`src/rtl/dip_pkg.sv`:
```
package dip_pkg;

  // Operation class encoding; 6 and 7 decode like CL_MULTI.
  typedef enum logic [2:0] {
    CL_ALU   = 3'd0,
    CL_BR    = 3'd1,
    CL_LD    = 3'd2,
    CL_ST    = 3'd3,
    CL_MD    = 3'd4,
    CL_MULTI = 3'd5
  } op_class_e;

  // Resources claimed by one slot in its issue cycle.
  typedef struct packed {
    logic alu;   // one integer ALU
    logic mem;   // the data-cache port
    logic md;    // the multiply/divide unit
    logic excl;  // everything: issues alone
  } res_use_t;

  function automatic res_use_t class_use(input logic [2:0] c);
    res_use_t u;
    u = '0;
    case (c)
      CL_ALU, CL_BR: u.alu  = 1'b1;
      CL_LD, CL_ST:  u.mem  = 1'b1;
      CL_MD:         u.md   = 1'b1;
      default:       u.excl = 1'b1;
    endcase
    return u;
  endfunction

  function automatic logic is_load(input logic [2:0] c);
    return c == CL_LD;
  endfunction

  // True when the two claims fit the shared resources in one cycle.
  function automatic logic pair_fits(input res_use_t a, input res_use_t b,
                                     input int unsigned n_alu);
    int unsigned alus;
    alus = 32'(a.alu) + 32'(b.alu);
    return !(a.excl || b.excl) && !(a.mem && b.mem) && !(a.md && b.md) &&
           (alus <= n_alu);
  endfunction

endpackage

```
`src/rtl/dip_slot_decode.sv`:
```
module dip_slot_decode
  import dip_pkg::*;
#(
  parameter int REG_W = 5
) (
  input  logic             valid,
  input  logic [2:0]       cls,
  input  logic [REG_W-1:0] dst,
  input  logic             wr,
  output res_use_t         use_o,
  output logic             load_wr
);
  // An invalid slot claims nothing.
  always_comb begin
    use_o   = valid ? class_use(cls) : '0;
    load_wr = valid && is_load(cls) && wr && (dst != '0);
  end
endmodule

```
`src/rtl/dip_scoreboard.sv`:
```
module dip_scoreboard #(
  parameter int REG_W    = 5,
  parameter int LOAD_LAT = 3,
  parameter int NQ       = 6
) (
  input  logic             clk,
  input  logic             rst_n,
  input  logic             set_en,
  input  logic [REG_W-1:0] set_idx,
  input  logic [REG_W-1:0] q_idx [NQ],
  output logic [NQ-1:0]    q_busy
);
  localparam int NREG  = 1 << REG_W;
  localparam int CNT_W = (LOAD_LAT > 2) ? $clog2(LOAD_LAT) : 1;
  localparam logic [CNT_W-1:0] START = CNT_W'(LOAD_LAT - 1);

  // Cycles left until each register's load result is usable.
  logic [CNT_W-1:0] cnt [NREG];

  always_ff @(posedge clk or negedge rst_n) begin
    if (!rst_n) begin
      for (int i = 0; i < NREG; i++) cnt[i] <= '0;
    end else begin
      for (int i = 0; i < NREG; i++) begin
        if (set_en && (set_idx == REG_W'(i))) cnt[i] <= START;
        else if (cnt[i] != '0)                cnt[i] <= cnt[i] - 1'b1;
      end
    end
  end

  // Index 0 is never set, so it always reads as free.
  always_comb begin
    for (int q = 0; q < NQ; q++) q_busy[q] = (cnt[q_idx[q]] != '0);
  end
endmodule

```
`src/rtl/dip_pair_arbiter.sv`:
```
module dip_pair_arbiter
  import dip_pkg::*;
#(
  parameter int N_ALU = 2
) (
  input  logic [1:0] valid,
  input  logic [1:0] ready,
  input  res_use_t   use0,
  input  res_use_t   use1,
  input  logic       dep,
  output logic [1:0] issue,
  output logic       conflict
);
  always_comb begin
    conflict = !pair_fits(use0, use1, N_ALU);
    issue[0] = valid[0] && ready[0];
    // Slot 1 goes alone behind an empty slot 0, or beside an issuing one.
    issue[1] = valid[1] && ready[1] &&
               (!valid[0] || (issue[0] && !dep && !conflict));
  end
endmodule

```
`src/rtl/dual_issue_ctrl.sv`:
```
module dual_issue_ctrl
  import dip_pkg::*;
#(
  parameter int REG_W    = 5,
  parameter int LOAD_LAT = 3,
  parameter int N_ALU    = 2
) (
  input  logic             clk,
  input  logic             rst_n,
  input  logic             s0_valid,
  input  logic [2:0]       s0_class,
  input  logic [REG_W-1:0] s0_src_a,
  input  logic [REG_W-1:0] s0_src_b,
  input  logic [REG_W-1:0] s0_dst,
  input  logic             s0_wr,
  input  logic             s1_valid,
  input  logic [2:0]       s1_class,
  input  logic [REG_W-1:0] s1_src_a,
  input  logic [REG_W-1:0] s1_src_b,
  input  logic [REG_W-1:0] s1_dst,
  input  logic             s1_wr,
  output logic             issue0,
  output logic             issue1,
  output logic             hold0,
  output logic             stall1
);
  localparam int NSLOT = 2;
  localparam int QPS   = 3;            // queries per slot: src_a, src_b, dst
  localparam int NQ    = NSLOT * QPS;

  // Slot 1 needs slot 0's result, or both write the same register.
  function automatic logic pair_dep(input logic wr0, input logic [REG_W-1:0] d0,
                                    input logic [REG_W-1:0] a1,
                                    input logic [REG_W-1:0] b1,
                                    input logic wr1, input logic [REG_W-1:0] d1);
    return wr0 && (d0 != '0) && ((a1 == d0) || (b1 == d0) || (wr1 && d1 == d0));
  endfunction

  logic             v   [NSLOT];
  logic [2:0]       cls [NSLOT];
  logic [REG_W-1:0] dst [NSLOT];
  logic             wr  [NSLOT];
  res_use_t         use_s [NSLOT];
  logic             ldw [NSLOT];

  assign v[0] = s0_valid;  assign v[1] = s1_valid;
  assign cls[0] = s0_class; assign cls[1] = s1_class;
  assign dst[0] = s0_dst;  assign dst[1] = s1_dst;
  assign wr[0] = s0_wr;    assign wr[1] = s1_wr;

  genvar g;
  generate
    for (g = 0; g < NSLOT; g++) begin : g_slot
      dip_slot_decode #(.REG_W(REG_W)) u_dec (
        .valid  (v[g]),
        .cls    (cls[g]),
        .dst    (dst[g]),
        .wr     (wr[g]),
        .use_o  (use_s[g]),
        .load_wr(ldw[g])
      );
    end
  endgenerate

  // Scoreboard queries
  logic [REG_W-1:0] q_idx [NQ];
  logic [NQ-1:0]    q_busy;
  assign q_idx[0] = s0_src_a; assign q_idx[1] = s0_src_b; assign q_idx[2] = s0_dst;
  assign q_idx[3] = s1_src_a; assign q_idx[4] = s1_src_b; assign q_idx[5] = s1_dst;

  // Named internal events, observed by the checker
  logic [1:0] slot_ready;
  logic       pair_dep_w;
  logic       pair_conflict;
  logic [1:0] issue_w;
  logic       sb_set;
  logic [REG_W-1:0] sb_idx;

  generate
    for (g = 0; g < NSLOT; g++) begin : g_ready
      assign slot_ready[g] = !(q_busy[g*QPS] || q_busy[g*QPS+1] ||
                               (wr[g] && q_busy[g*QPS+2]));
    end
  endgenerate

  assign pair_dep_w = s0_valid &&
                      pair_dep(s0_wr, s0_dst, s1_src_a, s1_src_b, s1_wr, s1_dst);

  dip_pair_arbiter #(.N_ALU(N_ALU)) u_arb (
    .valid   ({s1_valid, s0_valid}),
    .ready   (slot_ready),
    .use0    (use_s[0]),
    .use1    (use_s[1]),
    .dep     (pair_dep_w),
    .issue   (issue_w),
    .conflict(pair_conflict)
  );

  // At most one load issues per cycle (single cache port).
  assign sb_set = (issue_w[0] && ldw[0]) || (issue_w[1] && ldw[1]);
  assign sb_idx = (issue_w[0] && ldw[0]) ? s0_dst : s1_dst;

  dip_scoreboard #(.REG_W(REG_W), .LOAD_LAT(LOAD_LAT), .NQ(NQ)) u_sb (
    .clk    (clk),
    .rst_n  (rst_n),
    .set_en (sb_set),
    .set_idx(sb_idx),
    .q_idx  (q_idx),
    .q_busy (q_busy)
  );

  assign issue0 = issue_w[0];
  assign issue1 = issue_w[1];
  assign hold0  = s0_valid && !issue_w[0];
  assign stall1 = s1_valid && !issue_w[1];
endmodule

```
`config.mk`:
```
export PLATFORM = sky130hd
export DESIGN_NAME = dual_issue_ctrl
export DESIGN_NICKNAME = d
export VERILOG_FILES = /design/src/rtl/dip_pkg.sv /design/src/rtl/dip_slot_decode.sv /design/src/rtl/dip_scoreboard.sv /design/src/rtl/dip_pair_arbiter.sv /design/src/rtl/dual_issue_ctrl.sv
export SDC_FILE = /design/constraint.sdc
export NUM_CORES = 1
export LEC_CHECK = 0
export BUFFER_PORTS_ARGS = -buffer_cell sky130_fd_sc_hd__buf_2
export CAP_MARGIN = 0
export CORE_ASPECT_RATIO = 0.75
export CORE_MARGIN = 4
export CORE_UTILIZATION = 65
export DETAILED_ROUTE_END_ITERATION = 8
export MAX_ROUTING_LAYER = met4
export PLACE_DENSITY = 0.88
export SLEW_MARGIN = 25
export SYNTH_ARGS = -nofsm -noshare
export SYNTH_HDL_FRONTEND = slang
export SYNTH_HIERARCHICAL = 1
export SYNTH_SLANG_ARGS = --single-unit
```
`constraint.sdc`:
```
create_clock -name clk -period 7 [get_ports clk]
set_input_delay 0.35 -clock clk [delete_from_list [all_inputs] [get_ports clk]]
set_output_delay 0.35 -clock clk [all_outputs]
set_load 0.005 [all_outputs]
```
## Word level (Yosys, flattened, before mapping)

Cells that the tools add are included.

- Register bits: 64
- Latch bits: 0
- Bits in writable memories: 0
- Memory bits (read-only): 0
- Input bits: 42
- Output and inout bits: 4
- Logic and storage cells: 370
- Memories: 0

- Add/subtract/negate cells: 33
- Multipliers: 0
- Div/mod/pow operators: 0
- Order comparisons: 7
- Equal/unequal tests: 42
- Shifts and indexed selects: 0
- Multiplexer cells: 93
- Bitwise operators: 6
- Reduce and logical (&&, ||, !) cells: 157

Operator list:

| operator | number |
|---|---|
| $mux 2 | 76 |
| $reduce_bool 2->1 | 70 |
| $eq 5x5->1 const B | 16 |
| $sub 2x1->2 const B | 32 |
| $bmux 2 s5 | 6 |
| $logic_and 1x1->1 | 58 |
| $eq 5x4->1 const B | 8 |
| $ge 6x6->1 const B | 6 |
| $not 5->6 | 6 |
| $le 32x2->1 const B | 1 |
| $eq 5x3->1 const B | 4 |
| $eq 5x5->1 | 3 |
| $eq 3x2->1 const B | 4 |
| $eq 5x2->1 const B | 2 |
| $reduce_bool 5->1 | 2 |
| $reduce_or 5->1 | 2 |
| $logic_not 1->1 | 9 |
| $logic_or 1x1->1 | 9 |
| $mux 1 | 8 |
| $mux 4 | 2 |
| $reduce_or 2->1 | 4 |
| $eq 3x1->1 const B | 2 |
| $eq 3x3->1 const B | 2 |
| $logic_not 3->1 | 2 |
| 4 further kinds | 4 |

## Depth between registers and ports, before layout

- Word-level depth: 17
- Depth in mapped cells: 14
- Gate-level depth less buffers: 13

## Hierarchy

Netlist, hierarchy kept.

Modules (own cells, without submodules):

| module | instances | cells each | area each (µm²) | sequential area each (µm²) |
|---|---|---|---|---|
| dip_scoreboard | 1 | 489 | 4997.3 | 1601.5 |
| dual_issue_ctrl | 1 | 37 | 287.8 | 0.0 |
| dip_slot_decode | 2 | 9 | 55.1 | 0.0 |
| dip_pair_arbiter | 1 | 7 | 53.8 | 0.0 |

## Worst setup path before layout

OpenSTA, ideal clock, no wires.

- Kind: input to register
- From: input port s0_src_a[1]
- To: register u_sb/cnt[62] (netlist name)
- Library setup time: 140 ps
- Data arrival time: 3057 ps
- Required time: 6860 ps
- Path slack: 3802 ps
- Cell stages on the path: 11
- Path buffers: 1
- Path through: buf_2 mux4_2 mux4_2 mux2i_1 a211oi_1 and2_1 nand2_1 mux2_2 nand2b_1 nor3_1 a21oi_1

- Elaborated cells between the ends (all ways): 21
- Classes of those cells: mux (5); bitwise (1); reduce/logical (15)

RTL lines:

| item | line | RTL |
|---|---|---|
| start, declared | dual_issue_ctrl.sv:12 | `input logic [REG_W-1:0] s0_src_a,` |
| $not 5->6 (not written as such) (*) | dip_scoreboard.sv:33 | `for (int q = 0; q < NQ; q++) q_busy[q] = (cnt[q_idx[q]] != '0);` |
| $bmux 2 s5 (*) | dip_scoreboard.sv:33 |  |
| $mux 2 (not written as such) (*) (2 in series) | dip_scoreboard.sv:33 |  |
| $reduce_bool 2->1 (*) | dip_scoreboard.sv:33 |  |
| via q_busy[0] | dual_issue_ctrl.sv:67 | `logic [NQ-1:0] q_busy;` |
| $logic_or 1x1->1 (*) (2 in series) | dual_issue_ctrl.sv:81 | `assign slot_ready[g] = !(q_busy[g*QPS] \|\| q_busy[g*QPS+1] \|\|` |
| $logic_not 1->1 (*) | dual_issue_ctrl.sv:81 |  |
| via slot_ready[0] | dual_issue_ctrl.sv:72 | `logic [1:0] slot_ready;` |
| $logic_and 1x1->1 (*) | dip_pair_arbiter.sv:16 | `issue[0] = valid[0] && ready[0];` |
| via issue0 | dual_issue_ctrl.sv:22 | `output logic issue0,` |
| $logic_and 1x1->1 (*) | dual_issue_ctrl.sv:101 | `assign sb_idx = (issue_w[0] && ldw[0]) ? s0_dst : s1_dst;` |
| $mux 5 (*) | dual_issue_ctrl.sv:101 |  |
| via sb_idx[2] | dual_issue_ctrl.sv:77 | `logic [REG_W-1:0] sb_idx;` |
| $logic_not 5->1 (*) | dip_scoreboard.sv:25 | `if (set_en && (set_idx == REG_W'(i))) cnt[i] <= START;` |
| $logic_and 1x1->1 (*) | dip_scoreboard.sv:25 |  |
| $mux 2 / $reduce_bool 2->1 (equally long branches) | n/a |  |
| end signal, assigned by index | dip_scoreboard.sv:25 |  |
| end, declared | dip_scoreboard.sv:18 | `logic [CNT_W-1:0] cnt [NREG];` |

Mark *: on every way through the listed nets, which the timed path passes. The rest lies on a longest branch. The select of a mux whose other input is x is not followed.
A chain may end at the register's enable or synchronous reset.

## Worst setup path in the final report

- From: register u_sb/cnt[62] (netlist name)
- To: register u_sb/cnt[62] (netlist name)

- Elaborated cells between the ends (all ways): 49
- Classes of those cells: add/sub (1); mux (21); reduce/logical (27)

RTL lines:

| item | line |
|---|---|
| $bmux 2 s5 (*) | dip_scoreboard.sv:33 |
| $mux 2 (not written as such) (*) (2 in series) | dip_scoreboard.sv:33 |
| $reduce_bool 2->1 (*) | dip_scoreboard.sv:33 |
| via q_busy[1] | dual_issue_ctrl.sv:67 |
| $logic_or 1x1->1 (*) (2 in series) | dual_issue_ctrl.sv:81 |
| $logic_not 1->1 (*) | dual_issue_ctrl.sv:81 |
| via slot_ready[0] | dual_issue_ctrl.sv:72 |
| $logic_and 1x1->1 (*) | dip_pair_arbiter.sv:16 |
| $logic_and 1x1->1 (*) | dual_issue_ctrl.sv:101 |
| $mux 5 (*) | dual_issue_ctrl.sv:101 |
| via sb_idx[2] | dual_issue_ctrl.sv:77 |
| $logic_not 5->1 (*) | dip_scoreboard.sv:25 |
| $logic_and 1x1->1 (*) | dip_scoreboard.sv:25 |
| $mux 2 / $reduce_bool 2->1 (equally long branches) | n/a |

Marked as above.

==> impl_metrics.json <==
{
  "core_mm2": 0.008023,
  "wl_um": 16410,
  "slew_viol_final": 0,
  "dr_wl_met3_um": 2230,
  "clk_path_buf_depth": 2,
  "mostFrequentLayoutCell": "inv_1",
  "startpoint_type": "flip-flop",
  "vias": 4854,
  "required_ns": 7.21,
  "slew_headroom": 0.4489,
  "largest_reg_flops": 64,
  "crit_fanout": 7,
  "clock_latency_ns": 0.35,
  "fin_total_pwr_mw": 2.607,
  "top_register": "u_sb/cnt",
  "ant_nets": 0,
  "die-width_um": 113.5,
  "drt_iter0_markers": 678,
  "path_cells": "nor2_1, mux4_2, mux4_2, mux2i_1, a211oi_1, and2_1, nand2_1, mux2_2, nand2b_1, nor3_1, a21oi_1",
  "wl_met1_um": 6067,
  "clk_pin_slew_ns": 0.07,
  "netlist_area_mm2": 0.005430,
  "diodes": 0,
  "arrival_ns": 4.09,
  "final_layout_size_suffix_gt1_frac": 0.2224,
  "routed_via_density": 6.994,
  "cellPowerDensity_mw_per_mm2": 442.4,
  "tns_ns": 0,
  "cts_tree": "yes",
  "syn_nets": 622,
  "period_share": 0.5545,
  "crit_type": "flip-flop to flip-flop",
  "highest_layer": "met4",
  "avgSynthCellArea_um2": 9.909,
  "grt_pass1_wl_um": 25670,
  "cpLargestDelayFamily": "multiplexers",
  "crit_top_cell": "mux4_2",
  "power_leakage_nw": 2.663,
  "drc": 0,
  "area_growth_pct": 8.525,
  "clkSinkCount": 64,
  "nets": 658,
  "cap_violations": 0,
  "reg_top3": "u_sb/cnt: 64 flops",
  "gr-total-overflow": 0,
  "routedWlPerCell_um": 23.65,
  "slowest_stage": "nor3_1",
  "rr_endpoint": "u_sb/cnt[62]",
  "start_util": 0.6769,
  "utilization": 0.7346,
  "hp-class": "input pin to asynchronous set/reset pin",
  "slowest_delay_ns": 0.51,
  "rr_worst_depth": 11,
  "firstDrtPassIters": 6,
  "grt_antenna_before_repair": 0,
  "r2r-start": "u_sb/cnt[62]",
  "dp_cells": 678,
  "setup_viol": 0,
  "ios": 46,
  "std_cell_rows": 28,
  "ctsResizeCount": 0,
  "syn_inst": 548,
  "layout_common_cells": "72 x inv_1, 64 x dfrtp_1, 50 x nor2_1, 48 x mux4_2, 45 x buf_2",
  "track_usage": 0.3579,
  "grt_setup_unrepaired": "false",
  "outcome": "completed",
  "fin_crit_ns": 3.882,
  "layoutNonFillerInstCount": 694,
  "critPathBufInv": 0,
  "fin_skew_ns": 0.007707,
  "die-area_mm2": 0.009896,
  "reg2reg_slack_ns": 3.12,
  "hold_violations": 0,
  "cts_setup_buffers": 0,
  "die-height_um": 87.16,
  "port_buffers": 45,
  "grt_start_max_net_pins": 65,
  "cp-end-kind": "flip-flop",
  "root_buffer": "clkbuf_8",
  "ys_warn_count": 6,
  "ir_drop_mv": 0.3111,
  "dp_hpwl_um": 12440,
  "wl_met2_um": 7704,
  "fmax_ghz": 0.2576,
  "cts-buffers-inserted": 9,
  "cts_max_level": 3,
  "place_congestion": 1.062,
  "tightest_slew_ns": 0.8266,
  "grt_pass1_vias": 4731,
  "holdBufCountCts": 0
}
==> worst max path at each step <==
| stage | from | to | slack [ns] | depth (start not counted) |
|---|---|---|---|---|
| floorplan | s0_src_a[1] | u_sb/cnt[62] | 3.80 | 11 |
| global placement | s0_src_b[1] | u_sb/cnt[58] | 3.32 | 11 |
| detailed placement | s0_src_b[1] | u_sb/cnt[60] | 3.19 | 11 |
| CTS | u_sb/cnt[62] | u_sb/cnt[62] | 3.27 | 11 |
| global route | u_sb/cnt[62] | u_sb/cnt[58] | 3.08 | 11 |
| finish | u_sb/cnt[62] | u_sb/cnt[62] | 3.12 | 11 |
==> final cells by class <==
type / instances / area [µm²]
well taps: 105 / 131.4
multi-input cells: 391 / 3472
flip-flops and latches: 64 / 1602
clock buffers: 14 / 172.7
fillers: 546 / 2130
repair buffers: 46 / 232.7
clock inverters: 2 / 12.51
inverters: 72 / 270.3
==> routing by layer <==
| layer | vias up | global-route usage |
|---|---|---|
| met5 | - | - |
| met2 | 384 | 0.5462 |
| met4 | 0 | 0.1048 |
| met1 | 2340 | 0.4621 |
| met3 | 66 | 0.1167 |
| li1 | 2064 | - |
==> per-stage QoR <==
step	worst slack, ns	cell area, µm²	hold slack [ns]
after floorplan	3.802	5430	0.05441
after global placement	3.320	5708	0.4965
after detailed placement	3.188	5708	0.5020
after CTS	3.269	5893	0.1919
after global routing	3.077	5893	0.2396
final	3.118	5893	0.1864
==> power breakdown <==
group	internal, mW	switching [mW]	leakage, nW
logic	0.721	0.799	1.82
registers	0.585	0.202	0.753
clock network	0.157	0.143	0.0927
Note: power is estimated with default switching activity, not from simulation.
